==> src/rtl/irqTrigLatchPkg.sv <==
package irqTrigLatchPkg;

  // Strobes from the bus decode to the datapath
  typedef struct packed {
    logic       modeWr;   // store new trigger-mode value
    logic       initCmd;  // initialization command seen
    logic [7:0] wrByte;   // write data as presented
  } ctrlStrobes_t;

  localparam int INIT_BIT = 4;
  localparam int ICW4_BIT = 0;

endpackage

==> src/rtl/irqLineCell.sv <==
module irqLineCell (
  input  logic clk,
  input  logic rstN,
  input  logic syncIn,
  input  logic levelMode,
  input  logic ackHit,
  input  logic initClr,
  output logic irrBit,
  output logic prevBit
);

  logic risePulse;
  assign risePulse = syncIn && !prevBit;

  always_ff @(posedge clk or negedge rstN) begin
    if (!rstN) begin
      irrBit  <= 1'b0;
      prevBit <= 1'b0;
    end else if (initClr) begin
      irrBit  <= 1'b0;
      prevBit <= 1'b0;
    end else begin
      prevBit <= syncIn;
      if (levelMode)
        irrBit <= syncIn;
      else if (risePulse)
        irrBit <= 1'b1;
      else if (ackHit)
        irrBit <= 1'b0;
    end
  end


  level_follow_chk: assert property (@(posedge clk) disable iff (!rstN)
    (levelMode && !initClr) |=> (irrBit == $past(syncIn)));


  edge_hold_chk: assert property (@(posedge clk) disable iff (!rstN)
    (!levelMode && !initClr && !ackHit && irrBit) |=> irrBit);


  edge_ack_chk: assert property (@(posedge clk) disable iff (!rstN)
    (!levelMode && !initClr && ackHit && !(syncIn && !prevBit)) |=> !irrBit);


  edge_wins_chk: assert property (@(posedge clk) disable iff (!rstN)
    (!levelMode && !initClr && syncIn && !prevBit) |=> irrBit);

endmodule

==> src/rtl/irqTrigCtrl.sv <==
module irqTrigCtrl
  import irqTrigLatchPkg::*;
#(
  parameter int          LINES     = 8,
  parameter int          ADDR_W    = 16,
  parameter logic [15:0] ELCR_ADDR = 16'h04D0,
  parameter logic [15:0] CMD_BASE  = 16'h0020
) (
  input  logic              clk,
  input  logic              rstN,
  input  logic [ADDR_W-1:0] busAddr,
  input  logic              busWrEn,
  input  logic [LINES-1:0]  busWrData,
  input  logic [LINES-1:0]  modeQ,
  output ctrlStrobes_t      strobes,
  output logic [LINES-1:0]  busRdData
);

  localparam logic [ADDR_W-1:0] MODE_A = ADDR_W'(ELCR_ADDR);
  localparam logic [ADDR_W-1:0] CMD_A  = ADDR_W'(CMD_BASE);

  logic hitMode;
  logic hitCmd;

  assign hitMode = (busAddr == MODE_A);
  assign hitCmd  = (busAddr == CMD_A);

  always_comb begin
    strobes         = '0;
    strobes.wrByte  = 8'(busWrData);
    strobes.modeWr  = busWrEn && hitMode;
    strobes.initCmd = busWrEn && hitCmd && busWrData[INIT_BIT];
  end

  assign busRdData = hitMode ? modeQ : '0;


  one_strobe_chk: assert property (@(posedge clk) disable iff (!rstN)
    !(strobes.modeWr && strobes.initCmd));


  rd_off_addr_chk: assert property (@(posedge clk) disable iff (!rstN)
    !hitMode |-> (busRdData == '0));

endmodule

==> src/rtl/irqTrigDatapath.sv <==
module irqTrigDatapath
  import irqTrigLatchPkg::*;
#(
  parameter int         LINES   = 8,
  parameter logic [7:0] WR_MASK = 8'hF8
) (
  input  logic             clk,
  input  logic             rstN,
  input  logic [LINES-1:0] irqIn,
  input  logic [LINES-1:0] ackLine,
  input  ctrlStrobes_t     strobes,
  output logic [LINES-1:0] modeQ,
  output logic [LINES-1:0] irrOut,
  output logic             icw4Pending
);

  localparam logic [LINES-1:0] MASK_L = LINES'(WR_MASK);

  logic [LINES-1:0] syncA;
  logic [LINES-1:0] syncB;
  logic [LINES-1:0] prevLvl;

  always_ff @(posedge clk or negedge rstN) begin
    if (!rstN) begin
      syncA <= '0;
      syncB <= '0;
    end else begin
      syncA <= irqIn;
      syncB <= syncA;
    end
  end

  always_ff @(posedge clk or negedge rstN) begin
    if (!rstN) begin
      modeQ       <= '0;
      icw4Pending <= 1'b0;
    end else if (strobes.initCmd) begin
      modeQ       <= '0;
      icw4Pending <= strobes.wrByte[ICW4_BIT];
    end else if (strobes.modeWr) begin
      modeQ <= LINES'(strobes.wrByte) & MASK_L;
    end
  end

  for (genvar i = 0; i < LINES; i++) begin : g_line
    irqLineCell u_cell (
      .clk      (clk),
      .rstN     (rstN),
      .syncIn   (syncB[i]),
      .levelMode(modeQ[i]),
      .ackHit   (ackLine[i]),
      .initClr  (strobes.initCmd),
      .irrBit   (irrOut[i]),
      .prevBit  (prevLvl[i])
    );
  end


  locked_edge_chk: assert property (@(posedge clk) disable iff (!rstN)
    (modeQ & ~MASK_L) == '0);


  init_clear_chk: assert property (@(posedge clk) disable iff (!rstN)
    strobes.initCmd |=> (modeQ == '0 && irrOut == '0 && prevLvl == '0));


  prev_track_chk: assert property (@(posedge clk) disable iff (!rstN)
    (!strobes.initCmd && $past(!strobes.initCmd)) |-> (prevLvl == $past(syncB)));

endmodule

==> src/rtl/irqTrigLatch.sv <==
module irqTrigLatch
  import irqTrigLatchPkg::*;
#(
  parameter int          LINES     = 8,
  parameter int          ADDR_W    = 16,
  parameter logic [7:0]  WR_MASK   = 8'hF8,
  parameter logic [15:0] ELCR_ADDR = 16'h04D0,
  parameter logic [15:0] CMD_BASE  = 16'h0020
) (
  input  logic              clk,
  input  logic              rstN,
  input  logic [LINES-1:0]  irqIn,
  input  logic [LINES-1:0]  ackLine,
  input  logic [ADDR_W-1:0] busAddr,
  input  logic              busWrEn,
  input  logic [LINES-1:0]  busWrData,
  output logic [LINES-1:0]  busRdData,
  output logic [LINES-1:0]  irrOut,
  output logic              icw4Pending
);

  ctrlStrobes_t     strobes;
  logic [LINES-1:0] modeQ;

  irqTrigCtrl #(
    .LINES    (LINES),
    .ADDR_W   (ADDR_W),
    .ELCR_ADDR(ELCR_ADDR),
    .CMD_BASE (CMD_BASE)
  ) u_ctrl (
    .clk      (clk),
    .rstN     (rstN),
    .busAddr  (busAddr),
    .busWrEn  (busWrEn),
    .busWrData(busWrData),
    .modeQ    (modeQ),
    .strobes  (strobes),
    .busRdData(busRdData)
  );

  irqTrigDatapath #(
    .LINES  (LINES),
    .WR_MASK(WR_MASK)
  ) u_dp (
    .clk        (clk),
    .rstN       (rstN),
    .irqIn      (irqIn),
    .ackLine    (ackLine),
    .strobes    (strobes),
    .modeQ      (modeQ),
    .irrOut     (irrOut),
    .icw4Pending(icw4Pending)
  );

endmodule

==> config.mk <==
export PLATFORM = sky130hd
export DESIGN_NAME = irqTrigLatch
export DESIGN_NICKNAME = d
export VERILOG_FILES = /design/src/rtl/irqTrigLatchPkg.sv /design/src/rtl/irqLineCell.sv /design/src/rtl/irqTrigCtrl.sv /design/src/rtl/irqTrigDatapath.sv /design/src/rtl/irqTrigLatch.sv
export SDC_FILE = /design/constraint.sdc
export NUM_CORES = 1
export LEC_CHECK = 0
export ABC_AREA = 1
export BUFFER_PORTS_ARGS = -buffer_cell sky130_fd_sc_hd__buf_2
export CAP_MARGIN = 10
export CORE_ASPECT_RATIO = 0.5
export CORE_MARGIN = 4
export CORE_UTILIZATION = 47
export CTS_CLUSTER_SIZE = 30
export DETAILED_ROUTE_END_ITERATION = 12
export GPL_TIMING_DRIVEN = 1
export PLACE_DENSITY = 0.88
export SLEW_MARGIN = 20
export SYNTH_ARGS = -nofsm -noshare
export SYNTH_HDL_FRONTEND = slang
export SYNTH_SLANG_ARGS = --single-unit
==> constraint.sdc <==
create_clock -name clk -period 1.1 [get_ports clk]
set_clock_uncertainty 0.15 [all_clocks]
set_input_delay 0.055 -clock clk [delete_from_list [all_inputs] [get_ports clk]]
set_output_delay 0.055 -clock clk [all_outputs]
set_load 0.02 [all_outputs]
==> metrics, run 1 <==
post-route cell area ~2300 sq um; slack of the critical path -0.0976 ns; Core Util, Final 0.742; sequential share of the synthesized area 0.616; Pint between 2000 and 2500 uW; Ys Warns 0; switch share 0.220; final wirelength slightly above 4000 um; CP bufs+invs 2; GRT Total Usage 0.189; share of cells above drive strength 1 0.353; CP top delay family flip-flops; Clock Tree Root clkbuf_8; CP max stage delay 0.38 ns; DRT antenna net count 0; Flop pwr share 0.507; worst-path cell chain inv_2 -> nor2_1 -> buf_4; nets@finish 291; status complete, but fails checks; Fin. Hold Viols 0; Crit Path Max Fanout 2; syn_area_per_cell approximately 9.4 sq um; DPL Wire Length 2260 um; Clk network pwr share 0.390; insertion delay to the later sink of the worst-skew pair ~0.29 ns; Post-Synthesis Cell Area 1540 sq um; clock-pin slew on the worst setup and hold paths 0.08 ns; die height just under 50 um; CTS H-tree lvls 2; setup TNS -0.358 ns; total CTS buffers 5; Req. time, crit path slightly below 0.9 ns; total grt overflow 0; switching pwr around 650 uW; Initial Utilization 0.503; DRC 0; Setup Crit Path Kind register to output pin; startpoint types register; Hold WC Path Type input port to asynchronous set/reset pin; PwrDens approximately 1300 nW/um^2; CTS tree built; global-route wire length before repair about 6000 um; Vias approximately 1,400; Core Area 3070 sq um; Final min period between 1 and 1.5 ns; slowest cell on the critical path dfrtp_1; drt first pass iters 4; RSZ-0062 raised after global routing yes; Leak 0.00119 uW; diodes inserted 0; Worst setup EP type output pin; vias in the first global route approximately 1,400; Wirelength per Cell roughly 14 um; # port buffers 54; peak supply drop 0.00140 V; count of cell types in the netlist 13; Fmax between 800 and 900 MHz; Core Rows 14; Final Setup Violations 6; clock tree buffer depth 2; GP Congestion ~0.74; Horiz. Die Dim approximately 89 um; drt via density ~4.9; Sink Count 38; Die Footprint 4320 sq um; fin crit share 1.09; IO Count 60; initial drt markers approximately 100; #FFs+latches synth 38; Max Cap Viol 0; DP Area between 1500 and 2000 sq um; Max Slew Vio Count 0; initial antenna violation count 0; Cells after Synth between 150 and 200; Layout area overhead 47.5%; largest net degree at the start of global routing 39; WP data arrival ~0.99 ns; failing checks setup timing; combinational share of power 0.103
==> tightest hold or removal path, cell delays in order <==
cell           delay [ns]
dlygate4sd3_1        0.53
buf_2                0.13
buf_12               0.22
==> path summary, 6_finish.rpt <==
check / slack (ns) / to / from / cells past startpoint
min reg2reg: 0.20 / u_dp.syncB[7]$_DFF_PN0_ / u_dp.syncA[7]$_DFF_PN0_ / 0
min in group clk: 0.20 / u_dp.modeQ[4]$_DFFE_PN0P_ / busAddr[10] / 7
max: -0.1 / busRdData[3] / u_dp.modeQ[3]$_DFFE_PN0P_ / 3
max reg2reg: -0.06 / u_dp.g_line[3].u_cell.irrBit$_DFFE_PN0P_ / u_dp.modeQ[3]$_DFFE_PN0P_ / 4
min: 0.12 / u_dp.g_line[0].u_cell.irrBit$_DFFE_PN0P_ / rstN / 3
max in group asynchronous: 0.49 / u_dp.icw4Pending$_DFFE_PN0P_ / rstN / 3
==> power by group through the flow <==
stage	logic [uW]	registers, uW	clock network (uW)
6_report	303	1490	1150
3_5_place_dp	224	1520	0
2_1_floorplan	122	1510	0
3_3_place_gp	216	1510	0
4_1_cts	289	1490	1150
5_1_grt	332	1500	1250
==> sequential cells by signal, summed over array words and instances (netlist names) <==
name / flops
u_dp.syncA: 8
u_dp.g_line.u_cell.prevBit: 8
u_dp.g_line.u_cell.irrBit: 8
u_dp.modeQ: 5
u_dp.icw4Pending: 1
u_dp.syncB: 8
==> kinds of logic after synthesis <==
logic type             Yosys count  synth area share
AND/OR/NAND/NOR                 84             0.229
flip-flops                      38             0.616
buffers and inverters           31             0.112
AO/OA/AOI/OAI                   10            0.0406
other                            1           0.00243
==> routing by layer <==
metal  part of all wire  up-vias  GRT usage
li1                   -      654          -
met1               0.37      657      0.196
met2               0.49       85      0.329
met3              0.095       23     0.0678
met4              0.044        0      0.104
met5                  0        -          0
==> cell type report <==
class | instances | area, sq um
multi-input cells | 97 | 473
fillers | 194 | 790
flip-flops and latches | 38 | 951
repair buffers | 88 | 626
clock inverters | 1 | 30.0
clock buffers | 7 | 76.3
well taps | 40 | 50.0
inverters | 18 | 70.1
==> cell usage after synthesis <==
library cell | n | area [sq um]
nor2_2 | 2 | 12.5
o211ai_1 | 5 | 37.5
buf_6 | 2 | 22.5
inv_1 | 17 | 63.8
nand3b_1 | 7 | 52.6
conb_1 | 1 | 3.75
inv_2 | 1 | 3.75
nor2_1 | 39 | 146
dfrtp_1 | 38 | 951
buf_4 | 11 | 82.6
nand3_2 | 1 | 10.0
nand2_1 | 35 | 131
a21oi_1 | 5 | 25.0
==> cell usage in the layout (no fill, tap or decap), drive strengths merged <==
cell type     n
buf          65
nor2         41
dfrtp        38
nand2        35
dlygate4sd3  23
inv          18
nand3b        7
clkbuf        7
o211ai        5
a21oi         5
conb          3
nand3         1
bufinv        1
==> repair_timing <==
item / in CTS / in global routing
setup buffers: 7 / 0
resized for setup: 14 / 15
hold endpoints to repair: 60 / 0
hold buffers: 23 / 0
setup endpoints to repair: 5 / 10
pin swaps: 7 / 5
==> metrics by stage <==
step / worst slack, ns / instances / hold slack, ns / total power [uW]
final: -0.0976 / 289 / 0.123 / 2940
after global routing: -0.153 / 289 / 0.165 / 3080
after CTS: -0.0529 / 289 / 0.112 / 2930
after detailed placement: -0.136 / 251 / -0.114 / 1740
after global placement: -0.107 / 251 / -0.119 / 1730
after floorplan: 0.0983 / 166 / -0.391 / 1630
No activity file was read; power rests on OpenSTA's default activity.
==> inputs of run 2 (changes only) <==
CORE_UTILIZATION = 50   (was 47)
CTS_BUF_LIST = sky130_fd_sc_hd__clkbuf_8   (was default)
PLACE_DENSITY = 0.93   (was 0.88)
==> metrics, run 2 (synthesized netlist as in run 1, its figures left out) <==
status complete, but fails checks (unchanged); failing checks setup timing (unchanged); CTS tree built (unchanged); Die Footprint 4090 sq um (was 4320 sq um); Leak 0.00121 uW (was 0.00119 uW); Pint 2040 uW (was 2300 uW); combinational share of power 0.116 (was 0.103); clock tree buffer depth 2 (unchanged); Clk network pwr share 0.326 (was 0.390); CP max stage delay 0.39 ns (was 0.38 ns); Layout area overhead 47.4% (was 47.5%); slowest cell on the critical path dfrtp_1 (unchanged); Core Area 2770 sq um (was 3070 sq um); Wirelength per Cell 14.8 um (was 14.1 um); post-route cell area 2270 sq um (was 2280 sq um); switch share 0.239 (was 0.220); GP Congestion 0.754 (was 0.740); vias in the first global route 1,378 (was 1,380); commonest non-fill, non-tap cell in the layout buf_2 (unchanged); Worst setup EP type output pin (unchanged); initial drt markers 124 (was 103); Fin. Hold Viols 0 (unchanged); worst-path cell chain inv_2 -> nor2_2 -> buf_4 (was inv_2 -> nor2_1 -> buf_4); Sink Count 38 (unchanged); Final min period 1.18 ns (was 1.20 ns); initial antenna violation count 0 (unchanged); Setup Crit Path Kind register to output pin (unchanged); Flop pwr share 0.558 (was 0.507); sequential cell area 951 sq um (unchanged); largest net degree at the start of global routing 39 (unchanged); Req. time, crit path 0.89 ns (about the same); CP top delay family flip-flops (unchanged); total CTS buffers 5 (unchanged); Horiz. Die Dim 86.6 um (was 89.0 um); clock-pin slew on the worst setup and hold paths 0.08 ns (about the same); die height 47.3 um (was 48.5 um); slack of the critical path -0.0829 ns (was -0.0976 ns); Max Cap Viol 0 (unchanged); WP data arrival 0.98 ns (was 0.99 ns); IO Count 60 (unchanged); Final Setup Violations 8 (was 6); commonest non-fill, non-tap cells in the layout 48 x buf_2, 38 x dfrtp_1, 31 x nand2_1, 31 x nor2_1, 23 x dlygate4sd3_1 (was 48 x buf_2, 38 x dfrtp_1, 34 x nand2_1, 33 x nor2_1, 23 x dlygate4sd3_1); CTS H-tree lvls 2 (unchanged); Fmax 845 MHz (was 835 MHz); DP Area 1810 sq um (about the same); nets@finish 295 (was 291); drt via density 4.89 (was 4.91); # port buffers 54 (unchanged); Vias 1,414 (was 1,419); Core Rows 13 (was 14); RSZ-0062 raised after global routing yes (unchanged); Max Slew Vio Count 0 (unchanged); DRT antenna net count 0 (unchanged); PwrDens 1180 nW/um^2 (was 1290 nW/um^2); Filler cells 145 (was 194); GRT Total Usage 0.209 (was 0.189); switching pwr 641 uW (was 647 uW); Clock Tree Root clkbuf_8 (unchanged); pre-CTS setup slack -0.121 ns (was -0.136 ns); peak supply drop 0.000949 V (was 0.00140 V); fin crit share 1.08 (was 1.09); CP bufs+invs 2 (unchanged); DRC 0 (unchanged); Initial Utilization 0.558 (was 0.503); DPL Wire Length 2330 um (was 2260 um); diodes inserted 0 (unchanged); startpoint types register (unchanged); share of cells above drive strength 1 0.397 (was 0.353); insertion delay to the later sink of the worst-skew pair 0.29 ns (about the same); drt first pass iters 4 (unchanged); final wirelength 4280 um (was 4070 um); total grt overflow 0 (unchanged); area of the multi-input gates 478 sq um (was 473 sq um); Hold WC Path Type input port to asynchronous set/reset pin (unchanged); Crit Path Max Fanout 2 (unchanged); global-route wire length before repair 6190 um (was 6030 um)
[run 2: power by group through the flow]
| stage | sequential [uW] | combinational, uW | clock (uW) |
|---|---|---|---|
| after detailed placement | 1520 | 227 | 0 |
| after global placement | 1510 | 219 | 0 |
| after CTS | 1490 | 290 | 886 |
| after global routing | 1500 | 340 | 969 |
| after floorplan | 1510 | 122 | 0 |
| final | 1500 | 310 | 875 |
[run 2: final cells by class]
| cell class | count | share of cell area |
|---|---|---|
| sequential | 38 | 0.418 |
| timing repair buffer | 92 | 0.288 |
| multi-input combinational | 97 | 0.210 |
| clock buffer | 5 | 0.0303 |
| inverter | 18 | 0.0297 |
| tap | 37 | 0.0204 |
| clock inverter | 2 | 0.00330 |
[run 2: tightest hold or removal path, stage by stage]
cell	delay, ns
dlygate4sd3_1	0.54
buf_2	0.13
buf_12	0.22
[run 2: what timing repair did]
action                                 4_1_cts  5_1_grt
setup endpoints to repair                    5        8
endpoints found under the hold margin       60        0
pin swaps                                    4       10
gates resized for setup                     11       22
buffers inserted                             6        4
hold buffers                                23        0
[run 2: path summary, 6_finish.rpt]
check,slack [ns],from,cells after the start,endpoint
worst max-delay path,-0.08,u_dp.modeQ[3]$_DFFE_PN0P_,3,busRdData[3]
worst min-delay path,0.13,rstN,3,u_dp.g_line[5].u_cell.irrBit$_DFFE_PN0P_
worst max register to register,-0.02,u_dp.modeQ[7]$_DFFE_PN0P_,4,u_dp.g_line[7].u_cell.irrBit$_DFFE_PN0P_
worst min register to register,0.20,u_dp.syncA[2]$_DFF_PN0_,0,u_dp.syncB[2]$_DFF_PN0_
max in group asynchronous,0.47,rstN,3,u_dp.g_line[3].u_cell.irrBit$_DFFE_PN0P_
min in group clk,0.20,u_dp.syncA[2]$_DFF_PN0_,0,u_dp.syncB[2]$_DFF_PN0_
[run 2: per-stage QoR]
stage | hold slack [ns] | setup TNS, ns | util | std cells | power (uW)
finish | 0.133 | -0.320 | 0.823 | 289 | 2680
global route | 0.158 | -0.739 | 0.823 | 289 | 2810
CTS | 0.119 | -0.236 | 0.788 | 285 | 2670
detailed placement | -0.114 | -2.16 | 0.655 | 249 | 1740
global placement | -0.120 | -1.47 | 0.655 | 249 | 1730
floorplan | -0.391 | 0 | - | 166 | 1630
[run 2: layer usage]
metal	global-route usage	vias up	share of wire
li1	-	659	-
met2	0.398	91	0.51
met4	0.115	0	0.030
met3	0.0455	14	0.11
met5	0	-	0
met1	0.227	650	0.36
